File: src/rtl/scan_tap_pkg.sv
`timescale 1ns/1ps
package scan_tap_pkg;

  typedef enum logic [3:0] {
    S_TLR, S_RTI,
    S_SEL_DR, S_CAP_DR, S_SHF_DR, S_EX1_DR, S_PAU_DR, S_EX2_DR, S_UPD_DR,
    S_SEL_IR, S_CAP_IR, S_SHF_IR, S_EX1_IR, S_PAU_IR, S_EX2_IR, S_UPD_IR
  } tap_state_t;

  typedef enum logic [1:0] {CH_BYP, CH_ID, CH_BSR} chain_t;

  localparam int IR_W = 3;
  localparam logic [IR_W-1:0] OP_EXTEST  = 3'b000;
  localparam logic [IR_W-1:0] OP_IDCODE  = 3'b001;
  localparam logic [IR_W-1:0] OP_SAMPLEZ = 3'b010;
  localparam logic [IR_W-1:0] OP_SAMPLE  = 3'b100;
  localparam logic [IR_W-1:0] IR_CAPTURE = 3'b001;

  function automatic chain_t op_chain(input logic [IR_W-1:0] op);
    case (op)
      OP_EXTEST, OP_SAMPLEZ, OP_SAMPLE: op_chain = CH_BSR;
      OP_IDCODE:                        op_chain = CH_ID;
      default:                          op_chain = CH_BYP;
    endcase
  endfunction

  function automatic logic op_hiz(input logic [IR_W-1:0] op);
    op_hiz = (op == OP_EXTEST) || (op == OP_SAMPLEZ);
  endfunction

endpackage

File: src/rtl/scan_tap_fsm.sv
`timescale 1ns/1ps
module scan_tap_fsm
  import scan_tap_pkg::*;
(
  input  logic       clk,
  input  logic       rst,
  input  logic       tms,
  output tap_state_t state
);

  tap_state_t nxt;

  always_comb begin
    case (state)
      S_TLR:    nxt = tms ? S_TLR    : S_RTI;
      S_RTI:    nxt = tms ? S_SEL_DR : S_RTI;
      S_SEL_DR: nxt = tms ? S_SEL_IR : S_CAP_DR;
      S_CAP_DR: nxt = tms ? S_EX1_DR : S_SHF_DR;
      S_SHF_DR: nxt = tms ? S_EX1_DR : S_SHF_DR;
      S_EX1_DR: nxt = tms ? S_UPD_DR : S_PAU_DR;
      S_PAU_DR: nxt = tms ? S_EX2_DR : S_PAU_DR;
      S_EX2_DR: nxt = tms ? S_UPD_DR : S_SHF_DR;
      S_UPD_DR: nxt = tms ? S_SEL_DR : S_RTI;
      S_SEL_IR: nxt = tms ? S_TLR    : S_CAP_IR;
      S_CAP_IR: nxt = tms ? S_EX1_IR : S_SHF_IR;
      S_SHF_IR: nxt = tms ? S_EX1_IR : S_SHF_IR;
      S_EX1_IR: nxt = tms ? S_UPD_IR : S_PAU_IR;
      S_PAU_IR: nxt = tms ? S_EX2_IR : S_PAU_IR;
      S_EX2_IR: nxt = tms ? S_UPD_IR : S_SHF_IR;
      S_UPD_IR: nxt = tms ? S_SEL_DR : S_RTI;
      default:  nxt = S_TLR;
    endcase
  end

  always_ff @(posedge clk) begin
    if (rst) state <= S_TLR;
    else     state <= nxt;
  end

endmodule

File: src/rtl/scan_tap_ir.sv
`timescale 1ns/1ps
module scan_tap_ir
  import scan_tap_pkg::*;
(
  input  logic            clk,
  input  logic            rst,
  input  tap_state_t      state,
  input  logic            tdi,
  output logic [IR_W-1:0] ir_sh,
  output logic [IR_W-1:0] ir_cur,
  output logic            hiz
);

  always_ff @(posedge clk) begin
    if (rst || state == S_TLR) begin
      ir_sh  <= IR_CAPTURE;
      ir_cur <= OP_IDCODE;
      hiz    <= 1'b0;
    end else begin
      case (state)
        S_CAP_IR: ir_sh <= IR_CAPTURE;
        S_SHF_IR: ir_sh <= {tdi, ir_sh[IR_W-1:1]};
        S_UPD_IR: begin
          ir_cur <= ir_sh;
          hiz    <= op_hiz(ir_sh);
        end
        default: ;
      endcase
    end
  end

endmodule

File: src/rtl/scan_tap_dr.sv
`timescale 1ns/1ps
module scan_tap_dr
  import scan_tap_pkg::*;
#(
  parameter int          BSR_LEN  = 85,
  parameter int          ID_W     = 32,
  parameter logic [ID_W-1:0] ID_VALUE = '0
) (
  input  logic               clk,
  input  logic               rst,
  input  tap_state_t         state,
  input  chain_t             sel,
  input  logic               tdi,
  input  logic [BSR_LEN-1:0] ring_in,
  output logic               dr_lsb
);

  logic               byp;
  logic [ID_W-1:0]    id_sh;
  logic [BSR_LEN-1:0] bsr;

  always_ff @(posedge clk) begin
    if (rst) begin
      byp   <= 1'b0;
      id_sh <= '0;
      bsr   <= '0;
    end else if (state == S_CAP_DR) begin
      case (sel)
        CH_ID:   id_sh <= ID_VALUE;
        CH_BSR:  bsr   <= ring_in;
        default: byp   <= 1'b0;
      endcase
    end else if (state == S_SHF_DR) begin
      case (sel)
        CH_ID:   id_sh <= {tdi, id_sh[ID_W-1:1]};
        CH_BSR:  bsr   <= {tdi, bsr[BSR_LEN-1:1]};
        default: byp   <= tdi;
      endcase
    end
  end

  always_comb begin
    case (sel)
      CH_ID:   dr_lsb = id_sh[0];
      CH_BSR:  dr_lsb = bsr[0];
      default: dr_lsb = byp;
    endcase
  end

endmodule

File: src/rtl/scan_tap_port.sv
`timescale 1ns/1ps
module scan_tap_port
  import scan_tap_pkg::*;
#(
  parameter int         BSR_LEN  = 85,
  parameter logic [2:0] ID_REV   = 3'b000,
  parameter logic [4:0] ID_DEPTH = 5'b01011,
  parameter logic [5:0] ID_ARCH  = 6'b101000,
  parameter logic [5:0] ID_DEV   = 6'b100101,
  parameter logic [10:0] ID_MFR  = 11'b00000110100
) (
  input  logic               tck,
  input  logic               rst,
  input  logic               tms,
  input  logic               tdi,
  input  logic [BSR_LEN-1:0] ring_in,
  output logic               tdo,
  output logic               tdo_oe,
  output logic               out_hiz
);

  localparam int        ID_W     = 32;
  localparam logic [ID_W-1:0] ID_VALUE =
    {ID_REV, ID_DEPTH, ID_ARCH, ID_DEV, ID_MFR, 1'b1};

  tap_state_t      state;
  logic [IR_W-1:0] ir_sh;
  logic [IR_W-1:0] ir_cur;
  logic            dr_lsb;
  chain_t          sel;

  scan_tap_fsm u_fsm (
    .clk   (tck),
    .rst   (rst),
    .tms   (tms),
    .state (state)
  );

  scan_tap_ir u_ir (
    .clk    (tck),
    .rst    (rst),
    .state  (state),
    .tdi    (tdi),
    .ir_sh  (ir_sh),
    .ir_cur (ir_cur),
    .hiz    (out_hiz)
  );

  assign sel = op_chain(ir_cur);

  scan_tap_dr #(
    .BSR_LEN  (BSR_LEN),
    .ID_W     (ID_W),
    .ID_VALUE (ID_VALUE)
  ) u_dr (
    .clk     (tck),
    .rst     (rst),
    .state   (state),
    .sel     (sel),
    .tdi     (tdi),
    .ring_in (ring_in),
    .dr_lsb  (dr_lsb)
  );

  // Serial output is retimed to the falling edge.
  always_ff @(negedge tck) begin
    if (rst) begin
      tdo    <= 1'b0;
      tdo_oe <= 1'b0;
    end else begin
      case (state)
        S_SHF_IR: begin tdo <= ir_sh[0]; tdo_oe <= 1'b1; end
        S_SHF_DR: begin tdo <= dr_lsb;   tdo_oe <= 1'b1; end
        default:  begin tdo <= 1'b0;     tdo_oe <= 1'b0; end
      endcase
    end
  end

endmodule

File: config.mk
export PLATFORM = sky130hd
export DESIGN_NAME = scan_tap_port
export DESIGN_NICKNAME = d
export VERILOG_FILES = /design/src/rtl/scan_tap_pkg.sv /design/src/rtl/scan_tap_fsm.sv /design/src/rtl/scan_tap_ir.sv /design/src/rtl/scan_tap_dr.sv /design/src/rtl/scan_tap_port.sv
export SDC_FILE = /design/constraint.sdc
export NUM_CORES = 1
export LEC_CHECK = 0
export BUFFER_PORTS_ARGS = -buffer_cell sky130_fd_sc_hd__buf_2
export CAP_MARGIN = 20
export CORE_MARGIN = 10
export CORE_UTILIZATION = 47
export CTS_CLUSTER_DIAMETER = 100
export DETAILED_ROUTE_END_ITERATION = 8
export GPL_TIMING_DRIVEN = 0
export HOLD_SLACK_MARGIN = 0.06
export PLACE_DENSITY_LB_ADDON = 0.05
export SYNTH_ARGS = -nofsm -noshare
export SYNTH_HDL_FRONTEND = slang
export SYNTH_HIERARCHICAL = 1
export SYNTH_SLANG_ARGS = --single-unit
File: constraint.sdc
create_clock -name tck -period 1.8 [get_ports tck]
set_input_delay 0.36 -clock tck [delete_from_list [all_inputs] [get_ports tck]]
set_output_delay 0.36 -clock tck [all_outputs]
set_load 0.005 [all_outputs]
==> impl_metrics.csv <==
group,metric,value,unit
timing,worst_slack,-0.394,ns
power,switching_share,20.7,%
yosys,synthFlopType,"dfxtp_1",
detailed_routing,drc,0,
yosys,synth_cell_types,53,
timing,hold_viol_final,0,
cells_and_area,area_growth,29.3,%
yosys,syn_inst,612,
grt,grt_max_degree,17,
grt,antenna_found_initial,0,
yosys,syn-cell-area,0.00592,mm^2
yosys,synth-edff-count,0,
cells_and_area,nFillCells,1078,
clock_tree,clk_latency,0.44,ns
critical_path,crit_slowest_cell,"dfxtp_2",
yosys,synthArstFlopShare,0,%
place,gp_congestion,0.789,
cells_and_area,final_cell_count_no_fill,927,
run,maxCapViolations,0,
die,fp.dieH,132,um
place,place_worst_setup_slack,-0.525,ns
cells_and_area,finish.utilization,62.9,%
critical_path,cp_cell_sequence,"nor3b_4 -> inv_2 -> ha_4 -> a22oi_2 -> o21ai_2 -> nand2b_1 -> o32ai_1",
timing,worst_pin_slew,0.569,ns
grt,grt_pass1_wl,23600,um
grt,overflow,0,
clock_tree,cts-root-buf,"clkbuf_16",
critical_path,cp-start-kind,"flop",
timing,slew_viol_final,0,
yosys,synth-seq-cells,131,
power,power_density,938,mW/mm^2
power,pwr-share-seq,40.8,%
yosys,yosysSeqAreaShare,44.3,%
power,p_leak,0.00292,uW
critical_path,arrival,1.61,ns
detailed_routing,routedWlPerCell,15.6,um
timing,finalSetupViolCount,4,
cells_and_area,num_antenna_cells,0,
clock_tree,clk_pin_slew,0.05,ns
place,portBuffers,90,
clock_tree,htreeDepth,4,
power,pwr-share-clk,52.6,%
status,violations,"negative setup slack",
detailed_routing,first_pass_iters,4,
yosys,syn_nets,703,
detailed_routing,drt_iter0_markers,294,
die,die_w,132,um
clock_tree,clockBufferDepth,2,
clock_tree,cts_tree,"built",
detailed_routing,ant_nets,0,
critical_path,criticalPathCategory,"reg2reg",
grt,first_global_vias,4870,
power,p_switching,1490,uW
cells_and_area,nNetsFinal,837,
critical_path,critPathMaxStageDelay,0.34,ns
die,row_count,40,
timing,holdWs,0.247,ns
critical_path,required,1.22,ns
cells_and_area,final_cell_mix,"dfxtp_1 (123), mux2i_1 (102), nand2_1 (97), buf_2 (96), o22ai_1 (84)",
grt,grt_util_all_layers,16.2,%
power,power.internal,5690,uW
timing,fin_skew,0.0338,ns
yosys,synth_warnings,6,
clock_tree,numCtsBuffers,17,
power,p_total,7170,uW
cells_and_area,drive_above_1_share,29.9,%
detailed_routing,vias,4927,
status,status,"complete, but fails checks",
power,pwr-share-comb,6.6,%
clock_tree,cts_hold_buf,0,
cells_and_area,final_common_cell,"dfxtp_1",
clock_tree,clock_sinks,131,
yosys,synth_area_per_cell,9.67,um^2
die,dieArea,0.0175,mm^2
die,top_level_ports,92,
critical_path,end_kind,"flop",
timing,relSlewSlack,62.1,%
timing,rsz0062_at_grt,"yes",
power,max-vdd-ir-drop,0.732,mV
detailed_routing,routed_wl,14400,um
min_path,hold_path_class,"in2reg",
die,start_util,48.6,%
place,dpl.hpwl,9820,um
place,placed_cells,870,
critical_path,crit_fanout,3,
detailed_routing,vias_per_cell,5.31,
die,core_area,0.0122,mm^2
[registers in the layout, indices dropped and copies added (netlist names)]
name and count:
u_dr/bsr 85, u_dr/byp 1, u_dr/id_sh 32, u_ir/ir_sh 3, tdo 1, u_ir/ir_cur 3, u_fsm/state 4, tdo_oe 1
u_ir/hiz 1
[synthesized netlist by cell type, types with 7 or more instances]
cell type	n	area share [%]
buf_2	7	0.59
buf_4	13	1.6
buf_6	9	1.7
clkbuf_1	22	1.4
dfxtp_1	131	44
inv_1	7	0.44
mux2_4	7	1.8
mux2i_1	103	17
nand2_1	97	6.2
nand2b_1	14	1.5
nand3_1	8	0.68
nor2_1	19	1.2
nor2b_1	13	1.4
o21ai_0	13	1.1
o22ai_1	85	9.0
[metrics by stage]
stage	area (um^2)	setup TNS, ns
after detailed placement	6610	-10.45
final	7650	-1.18
after global routing	7650	-3.71
after floorplan	5950	-0.518
after CTS	7470	-1.24
after global placement	6610	-9.04
[layout make-up]
class | count | area (um^2) | area share (%)
plain buffers | 53 | 433 | 5.66
inverters | 7 | 26.3 | 0.343
well taps | 168 | 210 | 2.75
clock inverters | 11 | 155 | 2.03
clock buffers | 23 | 508 | 6.64
repair buffers | 115 | 691 | 9.03
multi-input cells | 419 | 2980 | 39.0
flip-flops and latches | 131 | 2640 | 34.5
[worst paths after layout]
check | start | end | slack, ns | cells past startpoint
worst max-delay path | u_ir/ir_cur[2] | tdo | -0.39 | 7
worst max register to register | u_ir/ir_cur[2] | tdo | -0.39 | 7
worst min register to register | u_dr/id_sh[15] | u_dr/id_sh[15] | 0.46 | 2
worst min-delay path | ring_in[74] | u_dr/bsr[74] | 0.25 | 3
[per-layer routing]
layer / wire [um] / share of wire, % / up-vias / global-route usage [%]
li1: - / - / 2474 / -
met2: 6750 / 47 / 118 / 25.5
met4: 193 / 1.3 / 0 / 5.99
met3: 763 / 5.3 / 23 / 5.11
met1: 6710 / 47 / 2312 / 20.2
met5: 0 / 0 / - / 0
[power groups by stage]
stage / clock network [uW] / logic (uW) / registers [uW]
2_1_floorplan: 10.4 / 235 / 3000
3_3_place_gp: 10.4 / 388 / 3000
3_5_place_dp: 10.4 / 393 / 3000
4_1_cts: 3850 / 445 / 2920
5_1_grt: 3990 / 512 / 2920
6_report: 3780 / 473 / 2920
[cell families after synthesis]
family | after synthesis | share of synthesized area (%)
buffers and inverters | 62 | 6.45
muxes | 115 | 20.2
and+or+nand+nor | 175 | 14.6
xor gates and xnor gates | 1 | 0.148
adders and majority gates | 2 | 0.423
DFF | 131 | 44.3
AOI/OAI and AO/OA | 126 | 13.9
[critical path: cells and delay by family (launching register included)]
kind / cells / cell delay, ns
fa+ha+maj: 1 / 0.17
flops: 1 / 0.34
compound gates: 3 / 0.32
buf+inv: 1 / 0.07
simple gates: 2 / 0.31
[repair_timing]
action / in CTS / in global routing
endpoints found under the setup margin: 91 / 89
cloned: 0 / 2
pin swaps: 4 / 3
setup buffers: 12 / 11
resized for setup: 28 / 24
Power figures use the tool's default switching activity.
